--- src/rtl/rstseq_pkg.sv ---
package rstseq_pkg;

    localparam logic [31:0] STEP1_ADDR = 32'hFFFF_FFF0;
    localparam logic [31:0] STEP2_ADDR = 32'hFFFF_FFF4;
    localparam int          TRIG_BIT   = 2;
    localparam int          KIND_BIT   = 1;
    localparam logic [31:0] MEANING_MASK = (32'h1 << TRIG_BIT) | (32'h1 << KIND_BIT);

    typedef enum logic { TRK_IDLE = 1'b0, TRK_ARMED = 1'b1 } trk_state_e;
    typedef enum logic { RST_SOFT = 1'b0, RST_HARD = 1'b1 } rst_kind_e;

    typedef struct packed {
        logic      any;    // a write happened this cycle
        logic      step1;  // valid arming write
        logic      step2;  // well-formed trigger write
        rst_kind_e kind;   // kind bit of this write
    } wr_class_t;

    function automatic wr_class_t classify(input logic        valid,
                                           input logic [31:0] addr,
                                           input logic [31:0] data);
        wr_class_t c;
        logic clean;
        clean   = ((data & ~MEANING_MASK) == 32'h0);
        c.any   = valid;
        c.kind  = rst_kind_e'(data[KIND_BIT]);
        c.step1 = valid && clean && (addr == STEP1_ADDR) && !data[TRIG_BIT];
        c.step2 = valid && clean && (addr == STEP2_ADDR) &&  data[TRIG_BIT];
        return c;
    endfunction

endpackage

--- src/rtl/rstseq_decode.sv ---
module rstseq_decode
    import rstseq_pkg::*;
(
    input  logic        wr_en,
    input  logic [31:0] wr_addr,
    input  logic [31:0] wr_data,
    output wr_class_t   cls
);
    always_comb cls = classify(wr_en, wr_addr, wr_data);
endmodule

--- src/rtl/rstseq_track.sv ---
module rstseq_track
    import rstseq_pkg::*;
(
    input  logic      clk,
    input  logic      rst,
    input  logic      busy,
    input  wr_class_t cls,
    output logic      fire,
    output rst_kind_e fire_kind
);
    trk_state_e state_q;
    rst_kind_e  kind_q;

    always_comb begin
        fire      = !busy && (state_q == TRK_ARMED) && cls.step2 && (cls.kind == kind_q);
        fire_kind = kind_q;
    end

    always_ff @(posedge clk) begin
        if (rst) begin
            state_q <= TRK_IDLE;
            kind_q  <= RST_SOFT;
        end else if (busy) begin
            state_q <= TRK_IDLE;
        end else if (cls.any) begin
            if (cls.step1) begin
                state_q <= TRK_ARMED;
                kind_q  <= cls.kind;
            end else begin
                state_q <= TRK_IDLE;
            end
        end
    end
endmodule

--- src/rtl/rstseq_pulse.sv ---
module rstseq_pulse
    import rstseq_pkg::*;
#(
    parameter int PULSE_CYCLES = 16
) (
    input  logic      clk,
    input  logic      rst,
    input  logic      fire,
    input  rst_kind_e fire_kind,
    output logic      active,
    output rst_kind_e kind
);
    localparam int CW = (PULSE_CYCLES < 2) ? 1 : $clog2(PULSE_CYCLES);
    localparam logic [CW-1:0] LOAD = CW'(PULSE_CYCLES - 1);

    logic [CW-1:0] cnt_q;

    always_ff @(posedge clk) begin
        if (rst) begin
            active <= 1'b0;
            kind   <= RST_SOFT;
            cnt_q  <= '0;
        end else if (!active) begin
            if (fire) begin
                active <= 1'b1;
                kind   <= fire_kind;
                cnt_q  <= LOAD;
            end
        end else if (cnt_q == '0) begin
            active <= 1'b0;
        end else begin
            cnt_q <= cnt_q - 1'b1;
        end
    end
endmodule

--- src/rtl/rstseq_top.sv ---
module rstseq_top
    import rstseq_pkg::*;
#(
    parameter int PULSE_CYCLES = 16
) (
    input  logic        clk,
    input  logic        rst,
    input  logic        wr_en,
    input  logic [31:0] wr_addr,
    input  logic [31:0] wr_data,
    output logic        cpu_rst,
    output logic        bus_rst_n,
    output logic        legacy_rst,
    output logic        cpu_init
);
    wr_class_t cls;
    logic      fire;
    rst_kind_e fire_kind;
    logic      fire_hard;
    logic      active;
    rst_kind_e pulse_kind;
    logic      hard_on;

    rstseq_decode u_dec (
        .wr_en   (wr_en),
        .wr_addr (wr_addr),
        .wr_data (wr_data),
        .cls     (cls)
    );

    rstseq_track u_trk (
        .clk       (clk),
        .rst       (rst),
        .busy      (active),
        .cls       (cls),
        .fire      (fire),
        .fire_kind (fire_kind)
    );

    rstseq_pulse #(.PULSE_CYCLES(PULSE_CYCLES)) u_pls (
        .clk       (clk),
        .rst       (rst),
        .fire      (fire),
        .fire_kind (fire_kind),
        .active    (active),
        .kind      (pulse_kind)
    );

    assign fire_hard  = (fire_kind == RST_HARD);
    assign hard_on    = active && (pulse_kind == RST_HARD);
    assign cpu_rst    = hard_on;
    assign legacy_rst = hard_on;
    assign bus_rst_n  = !hard_on;
    assign cpu_init   = active && (pulse_kind == RST_SOFT);
endmodule

--- config.mk ---
export PLATFORM = sky130hd
export DESIGN_NAME = rstseq_top
export DESIGN_NICKNAME = d
export VERILOG_FILES = /design/src/rtl/rstseq_pkg.sv /design/src/rtl/rstseq_decode.sv /design/src/rtl/rstseq_track.sv /design/src/rtl/rstseq_pulse.sv /design/src/rtl/rstseq_top.sv
export SDC_FILE = /design/constraint.sdc
export NUM_CORES = 1
export LEC_CHECK = 0
export CAP_MARGIN = 0
export CORE_ASPECT_RATIO = 0.8
export CORE_MARGIN = 2
export CORE_UTILIZATION = 28
export CTS_CLUSTER_DIAMETER = 150
export DETAILED_ROUTE_END_ITERATION = 16
export PLACE_DENSITY = 0.87
export SLEW_MARGIN = 30
export SYNTH_ARGS = -nofsm -noshare
export SYNTH_HDL_FRONTEND = slang
export SYNTH_SLANG_ARGS = --single-unit
--- constraint.sdc ---
create_clock -name clk -period 2.85 [get_ports clk]
set_clock_uncertainty 0.05 [all_clocks]
set_input_delay 0.285 -clock clk [delete_from_list [all_inputs] [get_ports clk]]
set_output_delay 0.285 -clock clk [all_outputs]
set_load 0.05 [all_outputs]
### After elaboration in Yosys (flattened, before gate mapping)

Index checks and enable logic that the tools add are counted.
Widths: inputs -> output; s select.

* add/subtract/negate cells: 1
* equal/unequal tests: 4
* multiplexer cells: 7
* bitwise logic cells: 2
* reductions and logical operators: 20

Operators by type and width (count)
* $eq 32x32->1 const B: 2
* $logic_not 32->1: 1
* $mux 4: 3
* $logic_and 1x1->1: 10
* $logic_not 4->1: 1
* $mux 1: 4
* $reduce_and 2->1: 2
* $sub 4x1->4 const B: 1
* $logic_not 1->1: 3
* $reduce_and 3->1: 1
* $ne 2x2->1 const B: 1
* $not 1->1: 2
* $reduce_bool 2->1: 1
* $reduce_or 2->1: 1
* $eq 1x1->1: 1

* register bits after elaboration: 8
* output and inout bits: 4
* word-level logic and storage cells: 39

### Depth between registers and ports, before layout

Gate-level depths: netlist of run 1.

* depth in word-level cells: 8
* gate-level depth with buffers: 7
* mapped depth without buffers: 7

### Cells and area by module

Synthesis of run 1 repeated with hierarchy kept, for this count alone.

* cell total of the unflattened synthesis: 73
* area total of the unflattened synthesis: 629.4 um^2

By module, submodules not included
* rstseq_pulse: times used 1, cells an instance 32, area an instance 300.3 um^2, seq. area each 120.1 um^2
* rstseq_decode: times used 1, cells an instance 26, area an instance 196.4 um^2, seq. area each 0.0 um^2
* rstseq_track: times used 1, cells an instance 11, area an instance 105.1 um^2, seq. area each 40.0 um^2
* rstseq_top: times used 1, cells an instance 4, area an instance 27.5 um^2, seq. area each 0.0 um^2

### Worst setup path before layout of run 1

OpenSTA, ideal clock, no wires.

* path kind: reg2out
* start point: reg u_pls.active
* end point: out legacy_rst
* data arrival time: 1464 ps
* setup slack: 1051 ps
* stages on the path, launching flop included: 4
* buffers on the path: 1
* cell sequence: dfxtp_1 -> nand2_1 -> inv_1 -> buf_4

* cells in the longest elaborated chain, start to end: 1

Ends and longest elaborated chain
* start, declared: line rstseq_pulse.sv:10 `output logic active,`
* start signal, assigned: line rstseq_pulse.sv:20 `active <= 1'b0;`
* start signal, assigned: line rstseq_pulse.sv:25 `active <= 1'b1;`
* start signal, assigned: line rstseq_pulse.sv:30 `active <= 1'b0;`
* $logic_and 1x1->1: line rstseq_top.sv:50 `assign hard_on = active && (pulse_kind == RST_HARD);`
* end, declared: line rstseq_top.sv:13 `output logic legacy_rst,`

No other way between the ends.

### Worst setup path in the final report of run 1

* start point: in wr_addr[30]
* end point: reg u_pls.cnt_q[1]

* cells in the longest elaborated chain, start to end: 7

Ends and longest elaborated chain
* start, declared: line rstseq_top.sv:9 `input logic [31:0] wr_addr,`
* $eq 32x32->1: line rstseq_pkg.sv:28 `c.step2 = valid && clean && (addr == STEP2_ADDR) && data[TRIG_BIT];`
* $logic_and 1x1->1 (2 in series): line rstseq_pkg.sv:28
* $logic_and 1x1->1 (2 in series): line rstseq_track.sv:15 `fire = !busy && (state_q == TRK_ARMED) && cls.step2 && (cls.kind == kind_q);`
* $reduce_bool 2->1 (no source line)
* $reduce_and 2->1 (no source line)
* end signal, assigned: line rstseq_pulse.sv:32 `cnt_q <= cnt_q - 1'b1;`
* end, declared: line rstseq_pulse.sv:16 `logic [CW-1:0] cnt_q;`

No other way between the ends.
A chain may end at the register's enable or synchronous reset.

==> flow_summary.json, run 1 <==
{
  "clockRootBuffer": "clkbuf_4",
  "tns_ps": 0,
  "hold_start": "u_pls.kind",
  "grt_pass1_wl_mm": 3.92,
  "routedWlPerCell_um": 15.3,
  "core_mm2": 0.00193,
  "drc": 0,
  "stdcell_count": 164,
  "synthTopCellsByArea": "dfxtp_1, nor4_1, nand4_1",
  "clockBufferDepth": 2,
  "vdd_ir_drop_max_v": 0.000328,
  "reg2regPathDepth": 7,
  "yosysSeqAreaShare": 0.275,
  "min_period_ps": 2060,
  "cp_max_fo": 3,
  "grt_setup_unrepaired": "no",
  "setup_viol": 0,
  "final_nets": 211,
  "start_util": 0.303,
  "path_cells": "clkdlybuf4s50_1 > nand4_1 > or4_4 > nor4_4 > mux2i_1 > a211o_1",
  "cts.sinks": 8,
  "holdWs_ps": 453,
  "crit_type": "in -> reg",
  "drive_above_1_share": 0.0429,
  "cts-buffers-inserted": 3,
  "cp.required_ps": 2940,
  "powerDensity_mw_per_mm2": 237,
  "synth_area_um2": 583,
  "wl_met1_um": 861,
  "place_hpwl_mm": 2.27,
  "h-tree-depth": 1,
  "io_buffers": 70,
  "insertion_delay_ps": 250,
  "syn_to_final_growth_pct": 127,
  "fmax_ghz": 0.485,
  "rrSetupSlack_ps": 1220,
  "routed_via_density": 5.07,
  "grt_pass1_vias": 890,
  "antenna_found_initial": 0,
  "synth_area_leader_cell": "dfxtp_1",
  "gp_congestion": 0.748,
  "post-cts-setup-buffer-count": 0,
  "hold_depth": 2,
  "finalHoldViolations": 0,
  "grt_usage": 0.226,
  "slew_violations": 0,
  "gr-total-overflow": 0,
  "critPathSlowestCell": "or4_4",
  "fin_ws_ps": 788,
  "via_count": 831,
  "status": "finished, final reports clean",
  "highest_layer": "met4",
  "placed_area_mm2": 0.00130,
  "final_antenna_net_count": 0,
  "drt_iter0_markers": 12,
  "ys_ff_latch": 8,
  "fin_crit_sh": 0.724,
  "end_kind": "flip-flop",
  "max_slew_margin": 0.652,
  "cts_tree": "built",
  "die_height_um": 44.8,
  "reg2reg_to": "u_pls.cnt_q[1]",
  "grt_max_degree": 12,
  "ys_types": 29,
  "synth.avg_cell_area_um2": 8.45,
  "worst_pin_slew_ps": 521,
  "r2r-start": "u_pls.cnt_q[0]",
  "min-delay-path-class": "reg -> reg",
  "rows": 14,
  "async_flop_share": 0,
  "dieArea_mm2": 0.00247,
  "nFillCells": 153,
  "crit_arrival_ps": 2150,
  "ctsHoldBuffers": 0,
  "dieWidth_um": 55.0,
  "drv_cap": 0,
  "drtPass1Iterations": 4,
  "dr_wl_met2_mm": 1.49,
  "p_leak_nw": 0.509,
  "place_ws_ps": 531,
  "synth-edff-count": 0,
  "post_cts_resize_count": 0,
  "routed_wl_mm": 2.52,
  "synth_nets": 138,
  "syn_inst": 69,
  "synth_ff_type": "dfxtp_1",
  "worst_setup_path_start_kind": "input pin",
  "antenna-diode-count": 0,
  "min_to": "u_pls.kind",
  "synth_top_area_share": 0.275,
  "placed_cells": 161,
  "slowest_delay_ps": 550,
  "clkTransAtPathRegs_ps": 50,
  "yosys_warnings": 0,
  "stdcell_area_mm2": 0.00133,
  "ios": 71,
  "synth_commonest_cells": "dfxtp_1, nor4_1, nand4_1, a21oi_1, nand2_1",
  "met3_length_um": 125
}
placed cells by master, fill, tap and decap left out, types with 2 or more instances in the layout:
cell type	Yosys	routed
clkdlybuf4s50_1	0	70
nor2_1	2	2
inv_1	4	4
a21oi_1	5	5
nor4_1	8	8
clkbuf_4	0	3
nand2b_1	3	3
nand2_1	5	5
nand4_1	7	7
mux2i_1	3	3
dfxtp_1	8	8
ha_1	2	2
and4_1	2	2
xor2_1	2	2
nor4b_1	2	2
registers in the layout, indices dropped and copies added (netlist names):
signal / flops
u_pls.kind: 1
u_pls.active: 1
u_pls.cnt_q: 4
u_trk.state_q: 1
u_trk.fire_kind: 1
how the worst max path moves through the flow:
stage                 startpoint             end  slack, ps  cells past startpoint
floorplan           u_pls.active      legacy_rst       1050                      3
global placement     wr_addr[30]  u_pls.cnt_q[1]        590                      6
detailed placement   wr_addr[30]  u_pls.cnt_q[1]        530                      6
CTS                 u_pls.active         cpu_rst        790                      3
global route        u_pls.active         cpu_rst        700                      3
finish               wr_addr[30]  u_pls.cnt_q[1]        790                      6
cells by family after synthesis:
| group | Yosys count | synth area share |
|---|---|---|
| fa+ha+maj | 2 | 0.0429 |
| flops | 8 | 0.275 |
| compound gates | 10 | 0.109 |
| mux | 3 | 0.0515 |
| buf+inv | 6 | 0.0451 |
| simple gates | 37 | 0.431 |
| xor+xnor | 3 | 0.0451 |
through the flow:
stage | power (mW) | util
CTS | 0.319 | 0.688
detailed placement | 0.234 | 0.676
global placement | 0.230 | 0.676
finish | 0.314 | 0.688
floorplan | 0.138 | -
global route | 0.333 | 0.688
worst max-delay path, delay by kind of cell:
kind,cells,cell delay (ps)
compound gates,1,270
buf+inv,1,470
mux,1,130
simple gates,3,1000
per-layer routing:
metal	vias up	GRT usage
met5	-	0
met4	0	0.0634
met3	6	0.0762
met2	28	0.460
met1	384	0.206
li1	413	-
layout make-up:
cell class                      count  area (um2)  area share
Timing Repair Buffer               70         701       0.529
Multi-Input combinational cell     55         397       0.299
Sequential cell                     8         160       0.121
Tap cell                           24        30.0      0.0227
Clock buffer                        3        22.5      0.0170
Inverter                            4        15.0      0.0113
report_power, final:
part	switching (mW)	internal [mW]	total, mW
combinational	0.0261	0.0895	0.116
clock	0.0345	0.0479	0.0824
sequential	0.00142	0.115	0.116
Power figures use the tool's default switching activity.
==> run 2, diff against run 1 <==
--- a/config.mk
+++ b/config.mk
@@ -8,10 +8,10 @@
 export CAP_MARGIN = 0
 export CORE_ASPECT_RATIO = 0.8
 export CORE_MARGIN = 2
-export CORE_UTILIZATION = 28
+export CORE_UTILIZATION = 26
 export CTS_CLUSTER_DIAMETER = 150
 export DETAILED_ROUTE_END_ITERATION = 16
-export PLACE_DENSITY = 0.87
+export PLACE_DENSITY = 0.82
 export SLEW_MARGIN = 30
 export SYNTH_ARGS = -nofsm -noshare
 export SYNTH_HDL_FRONTEND = slang
==> constraint.sdc (replaced) <==
create_clock -name clk -period 2.1 [get_ports clk]
set_clock_uncertainty 0.05 [all_clocks]
set_input_delay 0.21 -clock clk [delete_from_list [all_inputs] [get_ports clk]]
set_output_delay 0.21 -clock clk [all_outputs]
set_load 0.05 [all_outputs]
==> flow_summary.json, run 2 (synthesized netlist as in run 1, its figures left out) <==
{
  "drtPass1Iterations": 4,
  "r2r-start": "u_pls.cnt_q[0]",
  "reg2reg_to": "u_pls.cnt_q[1]",
  "cp_max_fo": 3,
  "crit_arrival_ps": 2080,
  "gp_congestion": 0.800,
  "reg2regPathDepth": 7,
  "die_height_um": 46.4,
  "powerDensity_mw_per_mm2": 329,
  "start_util": 0.273,
  "crit_type": "in -> reg",
  "ios": 71,
  "min-delay-path-class": "reg -> reg",
  "fin_ws_ps": 121,
  "largest_reg_flops": 4,
  "fmax_ghz": 0.505,
  "p_leak_nw": 0.509,
  "cp.required_ps": 2200,
  "rows": 15,
  "gr-total-overflow": 0,
  "drc": 0,
  "path_cells": "clkdlybuf4s50_1 > nand4_1 > or4_4 > nor4_4 > mux2i_1 > a211o_1",
  "end_kind": "flip-flop",
  "cts-buffers-inserted": 3,
  "clockBufferDepth": 2,
  "tns_ps": 0,
  "critPathSlowestCell": "or4_4",
  "h-tree-depth": 1,
  "cts_tree": "built",
  "drive_above_1_share": 0.0429,
  "grt_pass1_vias": 866,
  "antenna_found_initial": 0,
  "mostFrequentLayoutCell": "clkdlybuf4s50_1",
  "drv_cap": 0,
  "final_antenna_net_count": 0,
  "grt_usage": 0.215,
  "clockRootBuffer": "clkbuf_4",
  "via_count": 828,
  "antenna-diode-count": 0,
  "final-seq-area_um2": 160,
  "cts.sinks": 8,
  "place_ws_ps": -147,
  "routed_wl_mm": 2.59,
  "holdWs_ps": 451,
  "nFillCells": 194,
  "status": "finished, final reports clean",
  "min_to": "u_pls.kind",
  "drt_iter0_markers": 19,
  "min_period_ps": 1980,
  "vdd_ir_drop_max_v": 0.000325,
  "core_mm2": 0.00214,
  "worst_pin_slew_ps": 506,
  "grt_pass1_wl_mm": 4.07,
  "fin_crit_sh": 0.942,
  "worst_setup_path_start_kind": "input pin",
  "syn_to_final_growth_pct": 127,
  "max_slew_margin": 0.662,
  "slew_violations": 0,
  "grt_max_degree": 12,
  "routed_via_density": 5.02,
  "final_cell_mix": "clkdlybuf4s50_1, nor4_1, dfxtp_1",
  "finalHoldViolations": 0,
  "routedWlPerCell_um": 15.7,
  "place_hpwl_mm": 2.29,
  "hold_start": "u_pls.kind",
  "final_nets": 211,
  "largest_register": "u_pls.cnt_q",
  "dieArea_mm2": 0.00264,
  "setup_viol": 0,
  "io_buffers": 70,
  "post-cts-setup-buffer-count": 0,
  "grt_setup_unrepaired": "no",
  "rrSetupSlack_ps": 490,
  "multiInputGateArea_um2": 397,
  "insertion_delay_ps": 260,
  "post_cts_resize_count": 0,
  "clkTransAtPathRegs_ps": 50,
  "slowest_delay_ps": 560,
  "ctsHoldBuffers": 0,
  "hold_depth": 2,
  "dieWidth_um": 56.9
}
-- run 2: cell counts in the layout (fill, tap and decap cells not counted) --
Identical to the previous run, type by type.
-- run 2: worst max path at each step --
stage                       from              to  slack, ps  cells past startpoint
floorplan           u_pls.active      legacy_rst        380                      3
global placement     wr_addr[30]  u_pls.cnt_q[1]        -90                      6
detailed placement   wr_addr[17]  u_pls.cnt_q[1]       -150                      6
CTS                 u_pls.active         cpu_rst        110                      3
global route         wr_addr[17]  u_pls.cnt_q[1]          4                      6
finish               wr_addr[30]  u_pls.cnt_q[1]        120                      6
-- run 2: power breakdown --
| part | switching (mW) | total (mW) | internal [mW] |
|---|---|---|---|
| logic | 0.0352 | 0.157 | 0.121 |
| registers | 0.00210 | 0.158 | 0.156 |
| clock network | 0.0567 | 0.122 | 0.0657 |
| total | 0.0940 | 0.437 | 0.343 |
-- run 2: per-layer routing --
| metal | GRT usage | wire (um) | vias to the layer above |
|---|---|---|---|
| met5 | 0 | 0 | - |
| met4 | 0.0837 | 68 | 0 |
| met3 | 0.0506 | 92 | 8 |
| met1 | 0.192 | 889 | 384 |
| met2 | 0.471 | 1540 | 25 |
| li1 | - | - | 411 |
-- run 2: final cells by class --
cell class | count | area share
timing repair buffer | 70 | 0.528
multi-input combinational | 55 | 0.299
inverter | 4 | 0.0113
clock buffer | 3 | 0.0170
tap | 25 | 0.0236
sequential | 8 | 0.121
-- run 2: critical path, delay by kind of cell --
kind	cells	cell delay, ps
compound gates	1	270
buf+inv	1	460
simple gates	3	1020
mux	1	120
-- run 2: through the flow --
| stage | cells | utilization | cell area (um2) | power, mW |
|---|---|---|---|---|
| 3_5_place_dp | 162 | 0.609 | 1300 | 0.317 |
| 3_3_place_gp | 162 | 0.609 | 1300 | 0.313 |
| 5_1_grt | 165 | 0.620 | 1330 | 0.460 |
| 6_report | 165 | 0.620 | 1330 | 0.437 |
| 4_1_cts | 165 | 0.620 | 1330 | 0.444 |
| 2_1_floorplan | 69 | - | 583 | 0.188 |
